--- src/rtl/tx_ring_pkg.sv ---
package tx_ring_pkg;
  localparam int DESC_BYTES = 8;
  localparam int FLG_READY  = 15;
  localparam int FLG_WRAP   = 13;
  localparam int FLG_LAST   = 11;

  typedef enum logic [2:0] {
    ST_IDLE, ST_HDR, ST_BPTR, ST_FETCH, ST_BYTE, ST_FLUSH, ST_WBACK
  } walk_st_e;
endpackage

--- src/rtl/tx_frame_meter.sv ---
module tx_frame_meter #(
  parameter int MAX_FRAME = 2032,
  parameter int LEN_W     = 16
) (
  input  logic             clk,
  input  logic             rst_n,
  input  logic             take,
  input  logic             close,
  input  logic [LEN_W-1:0] desc_len,
  output logic [LEN_W-1:0] eff_len,
  output logic             clipped
);
  localparam int FILL_W = $clog2(MAX_FRAME + 1);

  logic [FILL_W-1:0] fill_q, fill_d;
  logic [31:0]       room;

  always_comb begin
    room    = 32'(MAX_FRAME) - 32'(fill_q);
    clipped = 32'(desc_len) > room;
    eff_len = clipped ? LEN_W'(room) : desc_len;
    fill_d  = fill_q;
    if (close)     fill_d = '0;
    else if (take) fill_d = fill_q + FILL_W'(eff_len);
  end

  always_ff @(posedge clk or negedge rst_n) begin
    if (!rst_n) fill_q <= '0;
    else if (take || close) fill_q <= fill_d;
  end

  AST_FILL_CAP: assert property (@(posedge clk) disable iff (!rst_n)
    32'(fill_q) <= 32'(MAX_FRAME));
endmodule

--- src/rtl/tx_byte_out.sv ---
module tx_byte_out (
  input  logic       clk,
  input  logic       rst_n,
  input  logic       push_v,
  input  logic [7:0] push_byte,
  output logic       push_ok,
  input  logic       flush,
  output logic       flush_done,
  output logic [7:0] tx_data,
  output logic       tx_valid,
  output logic       tx_first,
  output logic       tx_last,
  input  logic       tx_ready
);
  logic [7:0] hold_q, hold_d;
  logic       full_q, full_d, first_q, first_d, sof_q, sof_d;

  always_comb begin
    tx_valid   = full_q && (push_v || flush);
    tx_data    = hold_q;
    tx_first   = first_q;
    tx_last    = full_q && flush;
    push_ok    = !full_q || tx_ready;
    flush_done = flush && (!full_q || tx_ready);
    hold_d  = hold_q;
    full_d  = full_q;
    first_d = first_q;
    sof_d   = sof_q;
    if (push_v && push_ok) begin
      hold_d  = push_byte;
      full_d  = 1'b1;
      first_d = sof_q;
      sof_d   = 1'b0;
    end else if (flush_done) begin
      full_d = 1'b0;
      sof_d  = 1'b1;
    end
  end

  always_ff @(posedge clk or negedge rst_n) begin
    if (!rst_n) begin
      hold_q  <= '0;
      full_q  <= 1'b0;
      first_q <= 1'b0;
      sof_q   <= 1'b1;
    end else begin
      hold_q  <= hold_d;
      full_q  <= full_d;
      first_q <= first_d;
      sof_q   <= sof_d;
    end
  end

  AST_STREAM_HOLD: assert property (@(posedge clk) disable iff (!rst_n)
    tx_valid && !tx_ready |=> tx_valid && $stable(tx_data) && $stable(tx_last) && $stable(tx_first));
endmodule

--- src/rtl/tx_ring_engine.sv ---
module tx_ring_engine #(
  parameter int ADDR_W    = 32,
  parameter int MAX_DESC  = 1024,
  parameter int MAX_FRAME = 2032
) (
  input  logic              clk,
  input  logic              rst_n,
  input  logic              enable,
  input  logic              kick,
  input  logic              base_load,
  input  logic [ADDR_W-1:0] ring_base,
  output logic              mem_req,
  output logic              mem_we,
  output logic [ADDR_W-1:0] mem_addr,
  output logic [31:0]       mem_wdata,
  input  logic [31:0]       mem_rdata,
  input  logic              mem_ready,
  output logic [7:0]        tx_data,
  output logic              tx_valid,
  output logic              tx_first,
  output logic              tx_last,
  input  logic              tx_ready,
  output logic              ev_buf_done,
  output logic              ev_frame_done,
  output logic              ev_babble
);
  import tx_ring_pkg::*;
  localparam int LEN_W = 16;
  localparam int CNT_W = $clog2(MAX_DESC + 1);

  logic [1:0] rs_q;
  logic       rst_ns;
  always_ff @(posedge clk or negedge rst_n) begin
    if (!rst_n) rs_q <= 2'b00;
    else        rs_q <= {rs_q[0], 1'b1};
  end
  assign rst_ns = rs_q[1];

  walk_st_e          st_q, st_d;
  logic [ADDR_W-1:0] cur_q, cur_d, bptr_q, bptr_d, base_al;
  logic [15:0]       flg_q, flg_d, wb_flags;
  logic [LEN_W-1:0]  len_q, len_d, rem_q, rem_d, eff_len;
  logic [31:0]       word_q, word_d;
  logic [CNT_W-1:0]  cnt_q, cnt_d;
  logic              pend_q, pend_d, evb_d, evf_d, eva_d;
  logic              evb_q, evf_q, eva_q;
  logic              acc, take, close, clipped, push_v, push_ok, flush, flush_done;
  logic [7:0]        cur_byte;
  walk_st_e          post_st;

  assign base_al  = ring_base & ~ADDR_W'(3);
  assign acc      = mem_req && mem_ready;
  assign cur_byte = 8'(word_q >> {~bptr_q[1:0], 3'b000});
  assign post_st  = flg_q[FLG_LAST] ? ST_FLUSH : ST_WBACK;

  always_comb begin
    wb_flags            = flg_q;
    wb_flags[FLG_READY] = 1'b0;
    mem_req   = (st_q == ST_HDR) || (st_q == ST_BPTR) || (st_q == ST_FETCH) || (st_q == ST_WBACK);
    mem_we    = (st_q == ST_WBACK);
    mem_wdata = {wb_flags, len_q};
    case (st_q)
      ST_BPTR:  mem_addr = cur_q + ADDR_W'(4);
      ST_FETCH: mem_addr = bptr_q & ~ADDR_W'(3);
      default:  mem_addr = cur_q;
    endcase
  end

  always_comb begin
    st_d = st_q;  cur_d = cur_q;  bptr_d = bptr_q;  flg_d = flg_q;
    len_d = len_q;  rem_d = rem_q;  word_d = word_q;  cnt_d = cnt_q;
    pend_d = pend_q;  evb_d = 1'b0;  evf_d = 1'b0;  eva_d = 1'b0;
    take = 1'b0;  close = 1'b0;  push_v = 1'b0;  flush = 1'b0;
    case (st_q)
      ST_IDLE: if (enable && (kick || pend_q)) begin
        st_d = ST_HDR;  cnt_d = '0;  pend_d = 1'b0;
      end
      ST_HDR: if (acc) begin
        if (!mem_rdata[16+FLG_READY]) st_d = ST_IDLE;
        else begin
          flg_d = mem_rdata[31:16];  len_d = mem_rdata[15:0];
          take  = 1'b1;  rem_d = eff_len;  eva_d = clipped;
          st_d  = ST_BPTR;
        end
      end
      ST_BPTR: if (acc) begin
        bptr_d = mem_rdata[ADDR_W-1:0];
        st_d   = (rem_q == '0) ? post_st : ST_FETCH;
      end
      ST_FETCH: if (acc) begin
        word_d = mem_rdata;  st_d = ST_BYTE;
      end
      ST_BYTE: begin
        push_v = 1'b1;
        if (push_ok) begin
          bptr_d = bptr_q + ADDR_W'(1);
          rem_d  = rem_q - LEN_W'(1);
          if (rem_q == LEN_W'(1))       st_d = post_st;
          else if (bptr_q[1:0] == 2'b11) st_d = ST_FETCH;
        end
      end
      ST_FLUSH: begin
        flush = 1'b1;
        if (flush_done) begin
          close = 1'b1;  evf_d = 1'b1;  st_d = ST_WBACK;
        end
      end
      ST_WBACK: if (acc) begin
        evb_d = 1'b1;
        cnt_d = cnt_q + CNT_W'(1);
        cur_d = flg_q[FLG_WRAP] ? base_al : cur_q + ADDR_W'(DESC_BYTES);
        st_d  = (32'(cnt_q) + 32'd1 >= 32'(MAX_DESC)) ? ST_IDLE : ST_HDR;
      end
      default: st_d = ST_IDLE;
    endcase
    if (kick && enable && st_q != ST_IDLE) pend_d = 1'b1;
    if (base_load) cur_d = base_al;
  end

  always_ff @(posedge clk or negedge rst_ns) begin
    if (!rst_ns) begin
      st_q <= ST_IDLE;  cur_q <= '0;  bptr_q <= '0;  flg_q <= '0;
      len_q <= '0;  rem_q <= '0;  word_q <= '0;  cnt_q <= '0;
      pend_q <= 1'b0;  evb_q <= 1'b0;  evf_q <= 1'b0;  eva_q <= 1'b0;
    end else begin
      st_q <= st_d;  cur_q <= cur_d;  bptr_q <= bptr_d;  flg_q <= flg_d;
      len_q <= len_d;  rem_q <= rem_d;  word_q <= word_d;  cnt_q <= cnt_d;
      pend_q <= pend_d;  evb_q <= evb_d;  evf_q <= evf_d;  eva_q <= eva_d;
    end
  end

  assign ev_buf_done   = evb_q;
  assign ev_frame_done = evf_q;
  assign ev_babble     = eva_q;

  tx_frame_meter #(.MAX_FRAME(MAX_FRAME), .LEN_W(LEN_W)) meter_i (
    .clk(clk), .rst_n(rst_ns), .take(take), .close(close),
    .desc_len(mem_rdata[15:0]), .eff_len(eff_len), .clipped(clipped));

  tx_byte_out out_i (
    .clk(clk), .rst_n(rst_ns), .push_v(push_v), .push_byte(cur_byte),
    .push_ok(push_ok), .flush(flush), .flush_done(flush_done),
    .tx_data(tx_data), .tx_valid(tx_valid), .tx_first(tx_first),
    .tx_last(tx_last), .tx_ready(tx_ready));

  AST_MEM_HOLD: assert property (@(posedge clk) disable iff (!rst_ns)
    mem_req && !mem_ready && !base_load |=> mem_req && $stable(mem_addr) && $stable(mem_we));
  AST_BUF_AFTER_WB: assert property (@(posedge clk) disable iff (!rst_ns)
    ev_buf_done |-> $past(mem_req && mem_we && mem_ready));
  AST_FRAME_AFTER_FLUSH: assert property (@(posedge clk) disable iff (!rst_ns)
    ev_frame_done |-> $past(st_q == ST_FLUSH));
  AST_DESC_LIMIT: assert property (@(posedge clk) disable iff (!rst_ns)
    32'(cnt_q) <= 32'(MAX_DESC));
endmodule

--- config.mk ---
export PLATFORM = sky130hd
export DESIGN_NAME = tx_ring_engine
export DESIGN_NICKNAME = d
export VERILOG_FILES = /design/src/rtl/tx_ring_pkg.sv /design/src/rtl/tx_frame_meter.sv /design/src/rtl/tx_byte_out.sv /design/src/rtl/tx_ring_engine.sv
export SDC_FILE = /design/constraint.sdc
export NUM_CORES = 1
export LEC_CHECK = 0
export ABC_AREA = 1
export BUFFER_PORTS_ARGS = -buffer_cell sky130_fd_sc_hd__buf_2
export CAP_MARGIN = 30
export CORE_MARGIN = 2
export CORE_UTILIZATION = 46
export CTS_CLUSTER_DIAMETER = 50
export DETAILED_ROUTE_END_ITERATION = 6
export PLACE_DENSITY = 0.66
export SETUP_SLACK_MARGIN = 0.2
export SKIP_CTS_REPAIR_TIMING = 1
export SYNTH_ARGS = -nofsm -noshare
export SYNTH_HDL_FRONTEND = slang
export SYNTH_SLANG_ARGS = --single-unit
export TNS_END_PERCENT = 10
--- constraint.sdc ---
create_clock -name clk -period 6.5 [get_ports clk]
set_clock_uncertainty 0.2 [all_clocks]
set_input_delay 0.65 -clock clk [delete_from_list [all_inputs] [get_ports clk]]
set_output_delay 0.65 -clock clk [all_outputs]
set_load 0.01 [all_outputs]
==> run metrics, run 1 <==
status=finished, final reports clean; fraction of synthesized cell area taken by the top area cell type=0.388; Area growth, synth to finish=13.7%; nets@finish=1821; DRT Wirelength=36.1 mm; Crit Path Category=reg -> reg; required time at the worst-slack endpoint=6.64 ns; total number of placement rows=58; share of post-route cells with drive strength above 1=0.138; Maximum Capacitance Violations=0; routed wirelength normalized by instance count=17.6 µm; Yosys cell types=51; remaining antenna violation count=0; cell chosen for the clock root=sky130_fd_sc_hd__clkbuf_16; fraction of power consumed by the clock network=0.188; largest fanout on the critical path=28; Critical Path Source Type=flip-flop; Die Span Y=164 µm; Switch Pwr=2810 µW; antenna violations before repair=0; final hold violations=0; class of the worst hold path=reg -> reg; part of the total power dissipated in combinational logic=0.469; wire length of the first global-routing pass=57.1 mm; leading cell type in the layout, fill and taps excluded=sky130_fd_sc_hd__nand2_1; maximum number of pins on one net before global-route repair=182; cell with the most instances on the worst path=sky130_fd_sc_hd__inv_1; sequential fraction of the synthesis area=0.391; cell internal power dissipation=3130 µW; Main synth FF type=sky130_fd_sc_hd__dfrtp_1; number of flops mapped to enable cells by yosys=0; GP Congestion=0.925; area of the placeable core=0.0251 mm²; most used cells in the layout excluding fill and tap cells=348 x sky130_fd_sc_hd__nand2_1, 203 x sky130_fd_sc_hd__o21ai_0, 181 x sky130_fd_sc_hd__dfrtp_1, 176 x sky130_fd_sc_hd__inv_1, 145 x sky130_fd_sc_hd__buf_2; slowest stage cell on the critical path=sky130_fd_sc_hd__dfrtp_1; Yosys warning total=0; share of total power consumed by net switching=0.473; Die Wd=164 µm; worst-margin pin slew=1.06 ns; combined global-route utilization of all metal layers=0.273; clock sinks=183; sequential cell fraction of total power=0.343; flops & latches, synth=183; area of all placed cells without fillers=0.0133 mm²; Slew Viols, Final=0; setup violation total in the final timing report=0; maximum count of clock buffers along a single path=2; fill cell count=2526; number of optimization iterations in the first detailed-route pass=6; Power per Cell Area=445 mW/mm²; share of synthesized flip-flops with an asynchronous set or reset=1.00; clock network latency to the later pin of the worst-skew pair=0.45 ns; number of global-route vias before repair=10566; detail-routed via count per cell=5.62; I/O pin total=151; area of the mapped netlist=0.0117 mm²; CP arrival=4.83 ns; RSZ-0062 raised after global routing=false; setup_tns=0 ns; dominant cell type by area after synthesis=sky130_fd_sc_hd__dfrtp_1; CP Capture Type=flip-flop; Static Leakage=0.00627 µW; initial drt markers=1256; Final Cycle Share=0.722; highest attainable clock frequency=0.213 GHz; Vias=11571; clock tree from TritonCTS=built; HPWL Detailed=26.2 mm; CTS HTree Levels=4; maximum resistive drop on vdd=0.209 mV; number of inserted diodes=0; global route overflow=0; average cell area after synthesis=7.30 µm²; post-synthesis instance total=1606; detailed-route DRC error count=0; Initial Util=0.467; worst-case headroom to the max-slew limit=0.290; Area contributors post-synth=sky130_fd_sc_hd__dfrtp_1 39%, sky130_fd_sc_hd__nand2_1 11%, sky130_fd_sc_hd__o21ai_0 8.7%; # port buffers=145; instance area after placement=0.0127 mm²; CTS clk-pin slew, worst paths=0.08 ns; CTS Buf Count=17; min Tclk post-route=4.69 ns; CP max stage delay=0.43 ns; overall die area=0.0268 mm²
==> per-stage QoR <==
step | utilization | worst slack (ns) | total power [µW] | cells | hold slack (ns)
6_report | 0.531 | 1.81 | 5930 | 2058 | 0.151
5_1_grt | 0.531 | 1.32 | 6410 | 2058 | 0.154
4_1_cts | 0.530 | 1.86 | 5910 | 2056 | -0.233
3_5_place_dp | 0.505 | 1.88 | 4780 | 2024 | 0.138
3_3_place_gp | 0.503 | 1.94 | 4700 | 2023 | 0.136
2_1_floorplan | - | 0.825 | 3890 | 1608 | 0.131
==> synthesized netlist by cell type (all sizes together) (23+ instances only) <==
cell    number
a21oi       64
buf         30
clkbuf      36
dfrtp      182
ha          34
inv        188
nand2      356
nand3       98
nand4       23
nor2       154
nor3        39
o21ai      215
o221ai      25
o22ai       38
xor2        37
==> cells by family after synthesis <==
kind of cell | share of synthesized area
adder cells (fa/ha/maj) | 0.0380
AO/OA/AOI/OAI | 0.195
buffers and inverters | 0.0865
XOR/XNOR | 0.0344
flip-flops | 0.391
AND/OR/NAND/NOR | 0.255
other | 0.000640
==> sequential cells by signal, indices dropped and copies added (netlist names), 2 cells and up <==
| signal | cells |
|---|---|
| bptr_q | 32 |
| word_q | 32 |
| cur_q | 30 |
| len_q | 16 |
| rem_q | 16 |
| flg_q | 15 |
| cnt_q | 11 |
| meter_i.fill_q | 11 |
| out_i.tx_data | 8 |
| st_q | 3 |
| rs_q | 2 |
==> worst max-delay path: cells and delay by family, from the launching register on <==
| kind | cells | cell delay, ns |
|---|---|---|
| AND/OR/NAND/NOR | 10 | 1.61 |
| adder cells (fa/ha/maj) | 4 | 1.19 |
| AO/OA/AOI/OAI | 5 | 0.56 |
| buffers and inverters | 5 | 0.46 |
| flip-flops | 1 | 0.43 |
| XOR/XNOR | 1 | 0.13 |
==> layout make-up <==
| cell class | instances | area, µm² | share of cell area |
|---|---|---|---|
| well taps | 330 | 413 | 0.0310 |
| repair buffers | 154 | 841 | 0.0631 |
| clock buffers | 17 | 425 | 0.0319 |
| flip-flops and latches | 183 | 4580 | 0.344 |
| inverters | 189 | 709 | 0.0532 |
| multi-input cells | 1170 | 6150 | 0.461 |
| clock inverters | 15 | 208 | 0.0156 |
==> routing by layer <==
| layer | track usage | up-vias | part of all wire |
|---|---|---|---|
| li1 | - | 5618 | - |
| met1 | 0.407 | 5491 | 0.47 |
| met2 | 0.411 | 417 | 0.44 |
| met3 | 0.0348 | 45 | 0.067 |
| met4 | 0.0829 | 0 | 0.022 |
| met5 | 0 | - | 0 |
==> power by group through the flow <==
stage | registers [µW] | logic [µW] | clock network [µW]
2_1_floorplan | 1940 | 1940 | 0
3_3_place_gp | 2030 | 2670 | 0
3_5_place_dp | 2040 | 2740 | 0
4_1_cts | 2020 | 2750 | 1130
5_1_grt | 2100 | 3140 | 1170
6_report | 2030 | 2780 | 1120
==> worst paths after layout <==
check	startpoint	endpoint	slack, ns	cells past startpoint
min in group asynchronous	rs_q[1]	cnt_q[8]	0.31	1
max in group asynchronous	rs_q[1]	bptr_q[13]	5.00	1
max	meter_i.fill_q[0]	meter_i.fill_q[8]	1.81	25
max reg2reg	meter_i.fill_q[0]	meter_i.fill_q[8]	1.81	25
min	rs_q[0]	rs_q[1]	0.15	0
min reg2reg	rs_q[0]	rs_q[1]	0.15	0
No activity file was read; power rests on OpenSTA's default activity.
==> run 2: changes to the inputs <==
- ABC_AREA: 1 -> 0
- PLACE_DENSITY: 0.66 -> 0.69
- clock period: 6.5 -> 4.1 ns (I/O delays scaled with it)
==> run 2 against run 1 <==
Net effect: the run now ends with hold timing, setup timing left; register-to-register slack got worse by 2.5 ns; synthesized cell count fell by 14%; setup slack got worse by 2.5 ns; final cell count decreased by 7.0%; global-route usage grew 0.39 points; routed wire length down 0.32%; worst hold slack got worse by 0.18 ns; total power grew 73%; first-iteration DRC count is 7.3% lower; flip-flop and latch count unchanged; clock power increased by 58%; critical path type unchanged; critical endpoint is now meter_i.fill_q[10].
==> run metrics, run 2 <==
highest attainable clock frequency=0.210 GHz (was 0.213 GHz); setup violation total in the final timing report=8 (was 0); slack of the worst reg-to-reg path=-0.66 ns (was 1.81 ns); fill cell count=2233 (was 2526); status=finished, violations left (was finished, final reports clean); maximum number of pins on one net before global-route repair=87 (was 182); Place WS=-0.775 ns (was 1.88 ns); Final Cycle Share=1.16 (was 0.722); initial drt markers=1164 (was 1256); final setup margin=-0.662 ns (was 1.81 ns); number of flops mapped to enable cells by yosys=0 (unchanged); maximum resistive drop on vdd=0.375 mV (was 0.209 mV); Yosys cell types=77 (was 51); remaining antenna violation count=0 (unchanged); antenna violations before repair=0 (unchanged); Critical Path Source Type=flip-flop (unchanged); total number of placement rows=57 (was 58); CTS clk-pin slew, worst paths=0.09 ns (was 0.08 ns); required time at the worst-slack endpoint=4.22 ns (was 6.64 ns); fraction of synthesized cell area taken by the top area cell type=0.402 (was 0.388); dominant cell type by area after synthesis=sky130_fd_sc_hd__dfrtp_1 (unchanged); maximum count of clock buffers along a single path=2 (unchanged); area used by multi-input combinational logic=0.00643 mm² (was 0.00615 mm²); part of the total power dissipated in combinational logic=0.509 (was 0.469); share of post-route cells with drive strength above 1=0.255 (was 0.138); routed wirelength normalized by instance count=18.8 µm (was 17.6 µm); CTS Buf Count=17 (unchanged); clock network latency to the later pin of the worst-skew pair=0.45 ns (about the same); min Tclk post-route=4.76 ns (was 4.69 ns); Yosys warning total=0 (unchanged); most common cell in the synthesized netlist=sky130_fd_sc_hd__nand2_1 (unchanged); share of total power consumed by net switching=0.439 (was 0.473); area of all sequential standard cells=0.00459 mm² (was 0.00458 mm²); most frequent cells after synthesis=217 x sky130_fd_sc_hd__nand2_1, 182 x sky130_fd_sc_hd__dfrtp_1, 141 x sky130_fd_sc_hd__a21oi_1 (was 349 x sky130_fd_sc_hd__nand2_1, 203 x sky130_fd_sc_hd__o21ai_0, 182 x sky130_fd_sc_hd__dfrtp_1); clock sinks=183 (unchanged); violations in the final reports=hold timing, setup timing; Worst Hold Path Cells=3 (was 0); Maximum Capacitance Violations=0 (unchanged); number of global-route vias before repair=10214 (was 10566); Die Span Y=161 µm (was 164 µm); worst-case headroom to the max-slew limit=0.327 (was 0.290); area of the placeable core=0.0242 mm² (was 0.0251 mm²); overall die area=0.0259 mm² (was 0.0268 mm²); final hold violations=7 (was 0); Worst Reg-to-Reg Cells=25 (unchanged); global route overflow=0 (unchanged); number of inserted diodes=0 (unchanged); Switch Pwr=4510 µW (was 2810 µW); wire length of the first global-routing pass=56.6 mm (was 57.1 mm); share of the core filled with cells in the final layout=0.572 (was 0.531); Post-Route Hold Slack=-0.0275 ns (was 0.151 ns); beginning of the worst hold path=ring_base[26] (was rs_q[0]); RSZ-0062 raised after global routing=true (was false); # port buffers=145 (unchanged); area of the mapped netlist=0.0113 mm² (was 0.0117 mm²); detailed-route DRC error count=0 (unchanged); fraction of power consumed by the clock network=0.172 (was 0.188); largest registers=bptr_q: 32 flops, word_q: 32 flops, cur_q: 30 flops (unchanged); sink of the worst hold path=cur_q[26] (was rs_q[1]); destination of the worst register-to-register timing path=meter_i.fill_q[10] (was meter_i.fill_q[8]); combined global-route utilization of all metal layers=0.276 (was 0.273); post-synthesis instance total=1378 (was 1606); nets@finish=1683 (was 1821); class of the worst hold path=in -> reg (was reg -> reg); DRT Wirelength=36.0 mm (was 36.1 mm); sequential cell fraction of total power=0.319 (was 0.343); cell internal power dissipation=5780 µW (was 3130 µW); CTS HTree Levels=4 (unchanged); CP Capture Type=flip-flop (unchanged); Slew Viols, Final=0 (unchanged); Crit Path Category=reg -> reg (unchanged); I/O pin total=151 (unchanged); clock tree from TritonCTS=built (unchanged); leading cell type in the layout, fill and taps excluded=sky130_fd_sc_hd__nand2_1 (unchanged); number of optimization iterations in the first detailed-route pass=5 (was 6); detail-routed via count per cell=5.88 (was 5.62); largest fanout on the critical path=6 (was 28); flops & latches, synth=183 (unchanged); share of synthesized flip-flops with an asynchronous set or reset=1.00 (unchanged); most used cells in the layout excluding fill and tap cells=217 x sky130_fd_sc_hd__nand2_1, 179 x sky130_fd_sc_hd__dfrtp_1, 145 x sky130_fd_sc_hd__buf_2, 140 x sky130_fd_sc_hd__nor2_1, 133 x sky130_fd_sc_hd__a21oi_1 (was 348 x sky130_fd_sc_hd__nand2_1, 203 x sky130_fd_sc_hd__o21ai_0, 181 x sky130_fd_sc_hd__dfrtp_1, 176 x sky130_fd_sc_hd__inv_1, 145 x sky130_fd_sc_hd__buf_2); Main synth FF type=sky130_fd_sc_hd__dfrtp_1 (unchanged); worst-margin pin slew=1.01 ns (was 1.06 ns); Initial Util=0.467 (about the same); sequential fraction of the synthesis area=0.404 (was 0.391); Area growth, synth to finish=22.6% (was 13.7%); Static Leakage=0.00614 µW (was 0.00627 µW); Area contributors post-synth=sky130_fd_sc_hd__dfrtp_1 40%, sky130_fd_sc_hd__nand2_1 7.2%, sky130_fd_sc_hd__a21oi_1 6.2% (was sky130_fd_sc_hd__dfrtp_1 39%, sky130_fd_sc_hd__nand2_1 11%, sky130_fd_sc_hd__o21ai_0 8.7%); cell chosen for the clock root=sky130_fd_sc_hd__clkbuf_16 (unchanged); average cell area after synthesis=8.22 µm² (was 7.30 µm²); GP Congestion=0.941 (was 0.925); Vias=11256 (was 11571); Power per Cell Area=741 mW/mm² (was 445 mW/mm²); CP arrival=4.88 ns (was 4.83 ns); launch instance of the worst register-to-register path=meter_i.fill_q[0] (unchanged); Die Wd=161 µm (was 164 µm); HPWL Detailed=25.5 mm (was 26.2 mm)
[run 2: cells by family after synthesis]
| group | after synthesis | synth area share |
|---|---|---|
| and+or+nand+nor | 558 | 0.226 |
| buffers and inverters | 123 | 0.0455 |
| DFF | 183 | 0.404 |
| muxes | 51 | 0.0583 |
| other | 2 | 0.000663 |
| xor gates and xnor gates | 18 | 0.0139 |
| adders and majority gates | 35 | 0.0393 |
| AOI/OAI and AO/OA | 408 | 0.212 |
[run 2: power groups by stage]
stage	logic (µW)	registers, µW	clock network, µW
2_1_floorplan	3070	3150	0
3_3_place_gp	4790	3260	0
3_5_place_dp	4890	3270	0
4_1_cts	4910	3250	1790
5_1_grt	5790	3390	1870
6_report	5240	3290	1770
[run 2: worst max-delay path by stage]
stage	end	from	cells past startpoint
5_1_grt	meter_i.fill_q[10]	meter_i.fill_q[0]	25
3_3_place_gp	meter_i.fill_q[10]	meter_i.fill_q[1]	25
2_1_floorplan	meter_i.fill_q[10]	meter_i.fill_q[0]	26
3_5_place_dp	meter_i.fill_q[10]	meter_i.fill_q[0]	25
6_report	meter_i.fill_q[10]	meter_i.fill_q[0]	25
4_1_cts	meter_i.fill_q[10]	meter_i.fill_q[0]	25
[run 2: per-stage QoR]
| step | cells | TNS, ns | instance area (µm²) | power, µW |
|---|---|---|---|---|
| 2_1_floorplan | 1380 | -2.97 | 11300 | 6220 |
| 3_3_place_gp | 1859 | -3.14 | 12800 | 8050 |
| 3_5_place_dp | 1859 | -4.01 | 12800 | 8160 |
| 4_1_cts | 1891 | -4.34 | 13500 | 9950 |
| 5_1_grt | 1914 | -4.51 | 13900 | 11000 |
| 6_report | 1914 | -2.65 | 13900 | 10300 |
[run 2: per-layer routing]
metal / GRT usage / part of all wire / routed length (µm)
met5: 0 / 0 / 0
met4: 0.0678 / 0.017 / 607
met1: 0.415 / 0.44 / 16000
met3: 0.0511 / 0.093 / 3350
met2: 0.414 / 0.45 / 16100
[run 2: cell type report]
type,instances,share of cell area
well taps,324,0.0292
multi-input cells,1074,0.464
clock inverters,15,0.0148
flip-flops and latches,183,0.330
clock buffers,17,0.0306
repair buffers,266,0.122
inverters,35,0.00946
[run 2: worst max-delay path, stage by stage (launching register included)]
cell and delay, ns:
sky130_fd_sc_hd__dfrtp_1 0.40, sky130_fd_sc_hd__buf_6 0.14, sky130_fd_sc_hd__nor3_4 0.17, sky130_fd_sc_hd__nand2b_1 0.15, sky130_fd_sc_hd__nand3_1 0.11, sky130_fd_sc_hd__xor2_1 0.14, sky130_fd_sc_hd__inv_1 0.10, sky130_fd_sc_hd__ha_4 0.27
sky130_fd_sc_hd__and3_1 0.15, sky130_fd_sc_hd__nand4_1 0.12, sky130_fd_sc_hd__buf_4 0.17, sky130_fd_sc_hd__o21ai_2 0.11, sky130_fd_sc_hd__a211oi_2 0.06, sky130_fd_sc_hd__or2_4 0.29, sky130_fd_sc_hd__o21ai_2 0.18, sky130_fd_sc_hd__ha_2 0.21
sky130_fd_sc_hd__inv_2 0.04, sky130_fd_sc_hd__fa_2 0.39, sky130_fd_sc_hd__nor2b_1 0.15, sky130_fd_sc_hd__o21a_1 0.20, sky130_fd_sc_hd__o21ai_2 0.11, sky130_fd_sc_hd__a21oi_2 0.18, sky130_fd_sc_hd__a31o_2 0.19, sky130_fd_sc_hd__and3_4 0.19
sky130_fd_sc_hd__nor3_2 0.05, sky130_fd_sc_hd__a2bb2oi_1 0.16
